`config.mk`:
```
export PLATFORM = sky130hd
export DESIGN_NAME = hb_decim2
export DESIGN_NICKNAME = d
export VERILOG_FILES = /design/src/rtl/hb_pkg.sv /design/src/rtl/hb_phase_ctrl.sv /design/src/rtl/hb_delay_line.sv /design/src/rtl/hb_csd_mac.sv /design/src/rtl/hb_round_sat.sv /design/src/rtl/hb_decim2.sv
export SDC_FILE = /design/constraint.sdc
export NUM_CORES = 1
export LEC_CHECK = 0
export BUFFER_PORTS_ARGS = -buffer_cell sky130_fd_sc_hd__buf_2
export CAP_MARGIN = 30
export CORE_UTILIZATION = 50
export DETAILED_ROUTE_END_ITERATION = 8
export PLACE_DENSITY = 0.74
export SLEW_MARGIN = 20
export SYNTH_ARGS = -nofsm -noshare
export SYNTH_HDL_FRONTEND = slang
export SYNTH_SLANG_ARGS = --single-unit
```
`constraint.sdc`:
```
create_clock -name clk -period 9.3 [get_ports clk]
set_input_delay 1.86 -clock clk [delete_from_list [all_inputs] [get_ports clk]]
set_output_delay 1.86 -clock clk [all_outputs]
set_load 0.02 [all_outputs]
```
`src/rtl/hb_pkg.sv`:
```
// Shared constants for the halfband decimator.
// Assumes coefficients are unsigned-magnitude signed-digit masks of HB_CW bits.
package hb_pkg;
    // Fractional bits of every coefficient
    parameter int HB_CW = 24;

    // Accumulator width: data, coefficient, tap growth and pair-sum headroom
    function automatic int hb_acc_width(input int dw, input int ntaps);
        return dw + HB_CW + $clog2(ntaps) + 2;
    endfunction
endpackage

```
`src/rtl/hb_phase_ctrl.sv`:
```
// Polyphase steering: alternates accepted samples between the odd and even
// branches and raises calc one cycle after each even (pair-completing) sample.
// Assumes at most one sample per cycle.
module hb_phase_ctrl (
    input  logic clk,
    input  logic rst_n,
    input  logic in_valid,
    output logic push_odd,
    output logic push_even,
    output logic calc
);
    logic phase_q;

    assign push_odd  = in_valid && !phase_q;
    assign push_even = in_valid &&  phase_q;

    // Toggle the phase on every accepted sample; delay the even strobe by one
    always_ff @(posedge clk) begin
        if (!rst_n) begin
            phase_q <= 1'b0;
            calc    <= 1'b0;
        end else begin
            if (in_valid) phase_q <= !phase_q;
            calc <= push_even;
        end
    end

    // two even samples never arrive without an odd one between them
    p_alternate_r3: assert property (@(posedge clk) disable iff (!rst_n)
        push_even |=> !push_even);
endmodule

```
`src/rtl/hb_delay_line.sv`:
```
// Enabled shift register for one polyphase branch. FULL=1 exposes every
// stage (newest at index 0); FULL=0 exposes only the oldest stage.
// Assumes DEPTH >= 2.
module hb_delay_line #(
    parameter int W     = 12,
    parameter int DEPTH = 4,
    parameter bit FULL  = 1'b1,
    parameter int OUTN  = FULL ? DEPTH : 1
) (
    input  logic                      clk,
    input  logic                      rst_n,
    input  logic                      en,
    input  logic [W-1:0]              din,
    output logic [OUTN-1:0][W-1:0]    taps
);
    logic [DEPTH-1:0][W-1:0] stage;

    // Shift a new sample in at index 0 when enabled
    always_ff @(posedge clk) begin
        if (!rst_n) begin
            stage <= '0;
        end else if (en) begin
            stage[0] <= din;
            for (int i = 1; i < DEPTH; i++) stage[i] <= stage[i-1];
        end
    end

    generate
        if (FULL) begin : g_all
            assign taps = stage;
        end else begin : g_tail
            assign taps[0] = stage[DEPTH-1];
        end
    endgenerate

    // sample order along the line is preserved by each shift
    p_shift_order_r4: assert property (@(posedge clk) disable iff (!rst_n)
        en |=> stage[DEPTH-1] == $past(stage[DEPTH-2]));
endmodule

```
`src/rtl/hb_csd_mac.sv`:
```
// Combinational halfband sum: pre-adds mirrored even-branch taps, applies
// each coefficient as a fixed signed-digit shift-add network, and adds the
// centre sample at weight one half. Result is in units of 2^-HB_CW.
module hb_csd_mac
    import hb_pkg::*;
#(
    parameter int NHALF = 2,
    parameter int DW    = 12,
    parameter int AW    = 42,
    parameter logic [NHALF:0][HB_CW-1:0] CSD_POS = '0,
    parameter logic [NHALF:0][HB_CW-1:0] CSD_NEG = '0
) (
    input  logic [2*NHALF+1:0][DW-1:0] even_taps,
    input  logic [DW-1:0]              centre,
    output logic signed [AW-1:0]       acc
);
    localparam int NE = 2 * NHALF + 2;

    logic signed [AW-1:0] pair [NHALF+1];

    // Pre-add each mirrored pair of even-branch samples
    always_comb begin
        for (int j = 0; j <= NHALF; j++) begin
            pair[j] = $signed({{(AW-DW){even_taps[j][DW-1]}}, even_taps[j]})
                    + $signed({{(AW-DW){even_taps[NE-1-j][DW-1]}}, even_taps[NE-1-j]});
        end
    end

    // Shift-add network over the signed digits, plus the centre half-weight
    always_comb begin
        acc = $signed({{(AW-DW){centre[DW-1]}}, centre}) <<< (HB_CW - 1);
        for (int j = 0; j <= NHALF; j++) begin
            for (int b = 0; b < HB_CW; b++) begin
                if (CSD_POS[j][b]) acc = acc + (pair[j] <<< b);
                if (CSD_NEG[j][b]) acc = acc - (pair[j] <<< b);
            end
        end
    end
endmodule

```
`src/rtl/hb_round_sat.sv`:
```
// Output stage: rounds the fixed-point sum to nearest (halves upward),
// clips to OW bits and registers it with a one-cycle valid strobe.
module hb_round_sat
    import hb_pkg::*;
#(
    parameter int AW = 42,
    parameter int OW = 12
) (
    input  logic                 clk,
    input  logic                 rst_n,
    input  logic                 load,
    input  logic signed [AW-1:0] acc,
    output logic                 out_valid,
    output logic [OW-1:0]        out_data
);
    localparam logic signed [AW-1:0] HALF = AW'(64'sd1 <<< (HB_CW - 1));
    localparam logic signed [AW-1:0] MAXV = AW'((64'sd1 <<< (OW - 1)) - 1);
    localparam logic signed [AW-1:0] MINV = AW'(-(64'sd1 <<< (OW - 1)));

    logic signed [AW-1:0] rnd;
    logic signed [AW-1:0] clipped;

    // Round half up, then clip to the output range
    always_comb begin
        rnd = (acc + HALF) >>> HB_CW;
        if (rnd > MAXV)      clipped = MAXV;
        else if (rnd < MINV) clipped = MINV;
        else                 clipped = rnd;
    end

    // Register the result only when a new sum is ready
    always_ff @(posedge clk) begin
        if (!rst_n) begin
            out_valid <= 1'b0;
            out_data  <= '0;
        end else begin
            out_valid <= load;
            if (load) out_data <= clipped[OW-1:0];
        end
    end

    // the output word moves only together with the strobe
    p_data_steady_r8: assert property (@(posedge clk) disable iff (!rst_n)
        !$stable(out_data) |-> out_valid);
endmodule

```
`src/rtl/hb_decim2.sv`:
```
// Halfband decimate-by-two FIR top. Odd-phase samples feed a short line
// whose oldest entry is the centre tap; even-phase samples feed the line of
// mirrored nonzero taps. One rounded, clipped output per sample pair.
// Assumes at most one input sample per clock.
module hb_decim2
    import hb_pkg::*;
#(
    parameter int NHALF = 2,
    parameter int DW    = 12,
    parameter int OW    = 12,
    parameter logic [NHALF:0][HB_CW-1:0] CSD_POS =
        {24'h500000, 24'h000000, 24'h040000},
    parameter logic [NHALF:0][HB_CW-1:0] CSD_NEG =
        {24'h010000, 24'h120000, 24'h010000}
) (
    input  logic          clk,
    input  logic          rst_n,
    input  logic          in_valid,
    input  logic [DW-1:0] in_data,
    output logic          out_valid,
    output logic [OW-1:0] out_data
);
    localparam int NTAPS = 4 * NHALF + 3;
    localparam int AW    = hb_acc_width(DW, NTAPS);
    localparam int NEVEN = 2 * NHALF + 2;
    localparam int NODD  = NHALF + 1;

    logic                       push_odd, push_even, calc;
    logic [NEVEN-1:0][DW-1:0]   even_taps;
    logic [0:0][DW-1:0]         odd_tail;
    logic signed [AW-1:0]       acc;

    hb_phase_ctrl u_phase (
        .clk       (clk),
        .rst_n     (rst_n),
        .in_valid  (in_valid),
        .push_odd  (push_odd),
        .push_even (push_even),
        .calc      (calc)
    );

    hb_delay_line #(.W(DW), .DEPTH(NODD), .FULL(1'b0)) u_odd_line (
        .clk   (clk),
        .rst_n (rst_n),
        .en    (push_odd),
        .din   (in_data),
        .taps  (odd_tail)
    );

    hb_delay_line #(.W(DW), .DEPTH(NEVEN), .FULL(1'b1)) u_even_line (
        .clk   (clk),
        .rst_n (rst_n),
        .en    (push_even),
        .din   (in_data),
        .taps  (even_taps)
    );

    hb_csd_mac #(
        .NHALF(NHALF), .DW(DW), .AW(AW),
        .CSD_POS(CSD_POS), .CSD_NEG(CSD_NEG)
    ) u_mac (
        .even_taps (even_taps),
        .centre    (odd_tail[0]),
        .acc       (acc)
    );

    hb_round_sat #(.AW(AW), .OW(OW)) u_out (
        .clk       (clk),
        .rst_n     (rst_n),
        .load      (calc),
        .acc       (acc),
        .out_valid (out_valid),
        .out_data  (out_data)
    );

    // a strobe never lasts more than one cycle
    p_single_strobe_r2: assert property (@(posedge clk) disable iff (!rst_n)
        out_valid |=> !out_valid);

    // every strobe follows an accepted sample two edges earlier
    p_strobe_after_input_r2: assert property (@(posedge clk) disable iff (!rst_n)
        out_valid |-> $past(in_valid, 2));
endmodule

```
==> results by group, run 1 <==
Cells and area
  • Share of layout cells above drive strength 1: roughly 8.3%
  • Most common cell after layout, fill and taps aside: inv_1
  • Reg area: roughly 0.0025 mm²
  • Final nets: 1279
  • Inserted Diodes: 0
  • Area grow syn2layout: 10.6%
  • Cell Count, Final, Fillers Out: roughly 1400
  • Commonest cells after routing, fill and taps aside: inv_1, ha_1, dfxtp_1
  • Area taken by multi-input logic gates: around 0.0066 mm²
  • FILL cells: approximately 1700

Synthesis
  • Post-Syn Area per Cell: 9.11 µm²
  • Flops & latches, synth: between 100 and 150
  • Ys async rst share: 0%
  • Synth warn: 0
  • Cell area after synthesis: about 0.0097 mm²
  • Post-synth EDFFs: 0
  • Syn_nets: 1264
  • Mapped Cells: 1062
  • Distinct cell type count after synthesis: 62
  • Synth top area share: approximately 25%
  • Yosys top cell by area: dfxtp_1
  • Sequential area share after synthesis: 25.4%
  • Top post-synthesis cells by area: dfxtp_1, ha_1, fa_1
  • Top FF cell, synth: dfxtp_1

Timing
  • Layout Skew: approximately 0.013 ns
  • Slew @ Worst Pin: between 0.7 and 0.8 ns
  • Final Cycle Share: slightly above 90%
  • Max_slew headroom: between 40% and 50%
  • Tmin final: around 8.5 ns
  • TNS Setup: 0 ns
  • Slew Viols, Final: 0
  • RSZ-0062 raised after global routing: false
  • Maximum clock rate: 0.117 GHz
  • Final hold vios: 0
  • Finish-stage setup viols: 0

Setup path
  • Worst path required time: 9.60 ns
  • CP Launch Point: u_even_line.taps[1]
  • Critical Path Source Type: flop
  • Highest-delay cell along the critical path: or4_1
  • Cell mode on critical path: a21oi_1
  • Critical Path End Type: flop
  • Reg2Reg Setup Slack: between 0.7 and 0.8 ns
  • Worst reg-to-reg path cell count: 35
  • R2r endpoint: u_out.out_data[10]
  • WP data arrival: around 9 ns
  • Worst Path Max Fanout: 6
  • Reg2Reg Launch Point: u_even_line.taps[1]
  • WS Path Type: reg -> reg
  • CP Capture Point: u_out.out_data[10]
  • CP peak stage delay: between 0.5 and 0.6 ns

Run
  • Max cap viols: 0

Route
  • Wire per inst: between 15 and 20 µm
  • Starting DRC count in detailed routing: 369
  • Drt drc: 0
  • DR vias/cell: roughly 5.5
  • Final wirelength: roughly 20000 µm
  • Post-DRT Antenna Nets: 0
  • Detailed Routing Iterations Pass 1: 5
  • Vias: ~7400

Floorplan
  • Die area: 0.0199 mm²
  • Initial Util: roughly half
  • Placement Rows: 50
  • Core area: ~0.019 mm²
  • IO Count: 28
  • Die Wd: ~140 µm
  • Die H: about 140 µm

Power
  • Seq pwr share: between 10% and 20%
  • Leak: 4.91 nW
  • Clk network pwr share: around 25%
  • Comb pwr share: between 50% and 60%
  • P_int: 1.63 mW
  • Switching share of power: between 40% and 50%
  • Peak supply drop: roughly 0.16 mV
  • Power Density: 267 mW/mm²
  • Sw power: roughly 1.2 mW

Placement
  • Post-DP HPWL: 15600 µm
  • Placed cells: about 1300
  • Final Wtd Congestion: 0.915
  • Port bufs: 27

CTS
  • Clock buffer count from CTS: 17
  • H-tree depth: 4
  • Root Driver: clkbuf_16
  • Max Buffers Root-to-Sink: 2
  • Reg clk slew, reported paths: approximately 0.060 ns
  • CTS tree: yes
  • Later-pin clock latency in the skew report: about 0.43 ns
  • Hold-fix buffers, CTS: 0
  • Sink Count: 123

Global route
  • Total gr overflow: 0
  • Pin count of the biggest net entering global routing: 73
  • First-pass GRT wire length: about 34000 µm
  • Initial antenna violation count: 0
  • Vias in the first global route: 7140
  • Global-route usage over all layers: approximately a fifth

Status
  • Status: complete, no violations

Min path
  • Hold WC Path Type: reg -> reg
[worst max-delay path: cells and delay by family (launching register included)]
| family | cells | cell delay, ns |
|---|---|---|
| xor+xnor | 5 | 1.01 |
| compound gates | 17 | 3.08 |
| buf+inv | 1 | 0.21 |
| fa+ha+maj | 7 | 2.73 |
| flops | 1 | 0.41 |
| simple gates | 5 | 0.95 |
[power by group through the flow]
stage | registers [mW] | logic (mW) | clock network (mW)
final | 0.570 | 1.57 | 0.719
after global routing | 0.573 | 1.75 | 0.752
after CTS | 0.570 | 1.56 | 0.731
after detailed placement | 0.581 | 1.54 | 0
after global placement | 0.581 | 1.52 | 0
after floorplan | 0.601 | 1.19 | 0
[layout make-up]
type,count,area share [%]
multi-input cells,769,61.6
repair buffers,34,1.75
clock buffers,18,4.10
clock inverters,14,1.85
flip-flops and latches,123,23.0
well taps,260,3.04
inverters,132,4.63
[worst min path at each step]
stage                               startpoint                   end  slack (ns)  cells past startpoint
after global routing       u_odd_line.stage[4]  u_odd_line.stage[16]        0.47                      2
after detailed placement  u_odd_line.stage[12]  u_odd_line.stage[12]        0.46                      2
after global placement     u_odd_line.stage[1]  u_odd_line.stage[13]        0.45                      2
after floorplan            u_odd_line.stage[0]  u_odd_line.stage[12]        0.44                      2
after CTS                 u_odd_line.stage[12]  u_odd_line.stage[12]        0.47                      2
final                      u_odd_line.stage[3]   u_odd_line.stage[3]        0.46                      2
[flip-flops by register name (all words and copies together) (netlist names)]
| register | count |
|---|---|
| u_even_line.taps | 72 |
| u_odd_line.stage | 24 |
| u_odd_line.taps | 12 |
| u_out.out_data | 12 |
| u_out.out_valid | 1 |
| u_phase.calc | 1 |
| u_phase.phase_q | 1 |
[synth_stat cells (3+ instances only)]
library cell and count:
inv_1 132, ha_1 124, dfxtp_1 123, nand2_1 107, a22o_1 72, fa_1 63, a21oi_1 61, xnor2_1 46
a21boi_0 40, o21ai_0 36, clkbuf_1 34, xor2_1 23, nor2_1 22, nand2b_1 21, a21o_1 16, nand3_1 13
nor3_1 13, o22ai_1 12, o21bai_1 11, a31oi_1 8, nand4_1 7, nor2b_1 7, and3_1 5, o21a_1 5
or2_2 5, a41oi_1 3, and2_1 3, buf_2 3, mux2_2 3
[kinds of logic after synthesis]
group           share of synthesized area [%]
compound gates                           21.8
xor+xnor                                 6.24
fa+ha+maj                                29.1
buf+inv                                  6.67
flops                                    25.4
mux                                     0.556
simple gates                             10.2
[metal layers]
layer / vias up / GRT usage, % / wire, µm
met2: 119 / 35.8 / 9760
li1: 3716 / - / -
met3: 30 / 3.53 / 626
met4: 0 / 8.12 / 413
met1: 3501 / 27.5 / 9720
met5: - / 0 / 0
[repair_timing]
| item | CTS | global route |
|---|---|---|
| setup endpoints to repair | 0 | 3 |
| setup buffers | 0 | 0 |
| resized for setup | 0 | 1 |
[per-stage QoR]
stage / util, % / hold slack (ns) / cell area (µm²) / setup WS, ns / power [mW]
after floorplan: - / 0.441 / 9680 / 1.46 / 1.79
after global placement: 53.4 / 0.449 / 10100 / 1.03 / 2.10
after detailed placement: 53.4 / 0.457 / 10100 / 0.747 / 2.12
after CTS: 56.8 / 0.465 / 10700 / 0.659 / 2.86
after global routing: 56.8 / 0.474 / 10700 / 0.152 / 3.07
final: 56.8 / 0.461 / 10700 / 0.778 / 2.86
Note: power is estimated with default switching activity, not from simulation.
==> run 2, diff against run 1 <==
--- a/config.mk
+++ b/config.mk
@@ -5,11 +5,11 @@
 export SDC_FILE = /design/constraint.sdc
 export NUM_CORES = 1
 export LEC_CHECK = 0
-export BUFFER_PORTS_ARGS = -buffer_cell sky130_fd_sc_hd__buf_2
 export CAP_MARGIN = 30
 export CORE_UTILIZATION = 50
 export DETAILED_ROUTE_END_ITERATION = 8
-export PLACE_DENSITY = 0.74
+export DONT_BUFFER_PORTS = 1
+export PLACE_DENSITY = 0.73
 export SLEW_MARGIN = 20
 export SYNTH_ARGS = -nofsm -noshare
 export SYNTH_HDL_FRONTEND = slang
==> results by group, run 2 (synthesized netlist as in run 1, its figures left out) <==
Route
  • Drt drc: 0 (unchanged)
  • Post-DRT Antenna Nets: 0 (unchanged)
  • DR vias/cell: 5.43 (was 5.46)
  • Final wirelength: 19800 µm (was 20500 µm)
  • Detailed Routing Iterations Pass 1: 7 (was 5)
  • Wire per inst: 15.0 µm (was 15.2 µm)
  • Starting DRC count in detailed routing: 378 (was 369)
  • Vias: 7178 (was 7366)

Status
  • Status: complete, no violations (unchanged)

CTS
  • Max Buffers Root-to-Sink: 2 (unchanged)
  • Root Driver: clkbuf_16 (unchanged)
  • CTS tree: yes (unchanged)
  • Setup bufs post-CTS: 0 (unchanged)
  • Reg clk slew, reported paths: 0.06 ns (about the same)
  • Later-pin clock latency in the skew report: 0.43 ns (about the same)
  • Clock buffer count from CTS: 17 (unchanged)
  • Sink Count: 123 (unchanged)
  • Hold-fix buffers, CTS: 0 (unchanged)
  • H-tree depth: 4 (unchanged)
  • PostCTS Resize Cnt: 0 (unchanged)

Floorplan
  • Die area: 0.0199 mm² (unchanged)
  • Die Wd: 141 µm (unchanged)
  • Placement Rows: 50 (unchanged)
  • Die H: 141 µm (unchanged)
  • Core area: 0.0188 mm² (unchanged)
  • IO Count: 28 (unchanged)
  • Initial Util: 51.4% (unchanged)

Setup path
  • R2r endpoint: u_out.out_data[3] (was u_out.out_data[10])
  • Worst reg-to-reg path cell count: 34 (was 35)
  • WP data arrival: 8.76 ns (was 8.83 ns)
  • CP peak stage delay: 0.51 ns (was 0.57 ns)
  • Critical Path End Type: flop (unchanged)
  • WS Path Type: reg -> reg (unchanged)
  • Reg2Reg Setup Slack: 0.84 ns (was 0.78 ns)
  • CP delay by family, top: adder cells (was compound AO/OA/AOI/OAI gates)
  • Critical Path Source Type: flop (unchanged)
  • Reg2Reg Launch Point: u_even_line.taps[1] (unchanged)
  • Worst path required time: 9.61 ns (was 9.60 ns)
  • Worst Path Max Fanout: 11 (was 6)
  • Highest-delay cell along the critical path: fa_1 (was or4_1)
  • Worst path bufs/invs: 3 (was 1)
  • CP Launch Point: u_even_line.taps[1] (unchanged)

Power
  • Power Density: 265 mW/mm² (was 267 mW/mm²)
  • Peak supply drop: 0.175 mV (was 0.156 mV)
  • Post-layout power: 2.79 mW (was 2.86 mW)
  • Leak: 4.77 nW (was 4.91 nW)

Timing
  • Final hold vios: 0 (unchanged)
  • Layout Skew: 0.0104 ns (was 0.0131 ns)
  • Tmin final: 8.46 ns (was 8.52 ns)
  • Final Cycle Share: 91.0% (was 91.6%)
  • Finish-stage setup viols: 0 (unchanged)
  • TNS Setup: 0 ns (unchanged)
  • Slew Viols, Final: 0 (unchanged)
  • Max_slew headroom: 49.2% (about the same)
  • RSZ-0062 raised after global routing: false (unchanged)
  • Maximum clock rate: 0.118 GHz (was 0.117 GHz)
  • Slew @ Worst Pin: 0.761 ns (was 0.762 ns)

Global route
  • Initial antenna violation count: 0 (unchanged)
  • Total gr overflow: 0 (unchanged)
  • Vias in the first global route: 6948 (was 7140)
  • Pin count of the biggest net entering global routing: 73 (unchanged)
  • Global-route usage over all layers: 21.0% (was 21.3%)
  • First-pass GRT wire length: 33600 µm (was 33900 µm)

Cells and area
  • Max reg flops: 72 (unchanged)
  • Area grow syn2layout: 8.95% (was 10.6%)
  • Share of layout cells above drive strength 1: 5.84% (was 8.35%)
  • Commonest cells after routing, fill and taps aside: inv_1, ha_1, dfxtp_1 (unchanged)
  • Most common cell after layout, fill and taps aside: inv_1 (unchanged)
  • Inserted Diodes: 0 (unchanged)
  • Final nets: 1251 (was 1279)

Run
  • Max cap viols: 0 (unchanged)

Min path
  • Hold WC Path Type: reg -> reg (unchanged)
  • Worst hold stages: 2 (unchanged)
  • Hold path startpoint: u_odd_line.stage[5] (was u_odd_line.stage[3])
  • Worst Hold Path EP: u_odd_line.stage[17] (was u_odd_line.stage[3])

Placement
  • Final Wtd Congestion: 0.878 (was 0.915)
  • Port bufs: 0 (was 27)
  • Post-DP HPWL: 15400 µm (was 15600 µm)
run 2: routing by layer:
layer | up-vias | part of all wire [%] | track usage (%)
li1 | 3655 | - | -
met1 | 3396 | 47 | 26.7
met2 | 103 | 48 | 36.1
met3 | 24 | 3.2 | 3.63
met4 | 0 | 1.6 | 6.92
met5 | - | 0 | 0
run 2: worst min-delay path, stage by stage (launching register included):
cell,delay [ns]
dfxtp_1,0.31
nand2_1,0.05
a21boi_0,0.06
run 2: cell type report:
type	count	area (µm²)
fillers	1684	8290
repair buffers	6	45.0
well taps	260	325
inverters	132	495
clock inverters	13	178
clock buffers	19	453
multi-input cells	769	6590
flip-flops and latches	123	2460
run 2: report_power, final:
| group | switching, mW | total (mW) | internal, mW |
|---|---|---|---|
| clock | 0.267 | 0.709 | 0.442 |
| combinational | 0.879 | 1.49 | 0.610 |
| sequential | 0.0419 | 0.597 | 0.555 |
run 2: worst max-delay path by stage:
stage,depth (start not counted),endpoint
6_report,34,u_out.out_data[3]
5_1_grt,34,u_out.out_data[4]
4_1_cts,34,u_out.out_data[4]
3_5_place_dp,34,u_out.out_data[4]
3_3_place_gp,34,u_out.out_data[5]
2_1_floorplan,33,u_out.out_data[1]
run 2: through the flow:
step                      hold WS [ns]  std cells  cell area (µm²)  utilization, %  setup slack (ns)
final                            0.460       1322            10500            56.0             0.841
after global routing             0.473       1322            10500            56.0             0.196
after CTS                        0.462       1322            10500            56.0             0.858
after detailed placement         0.453       1290             9910            52.6             0.924
after global placement           0.447       1290             9910            52.6              1.12
after floorplan                  0.441       1062             9680               -              1.46
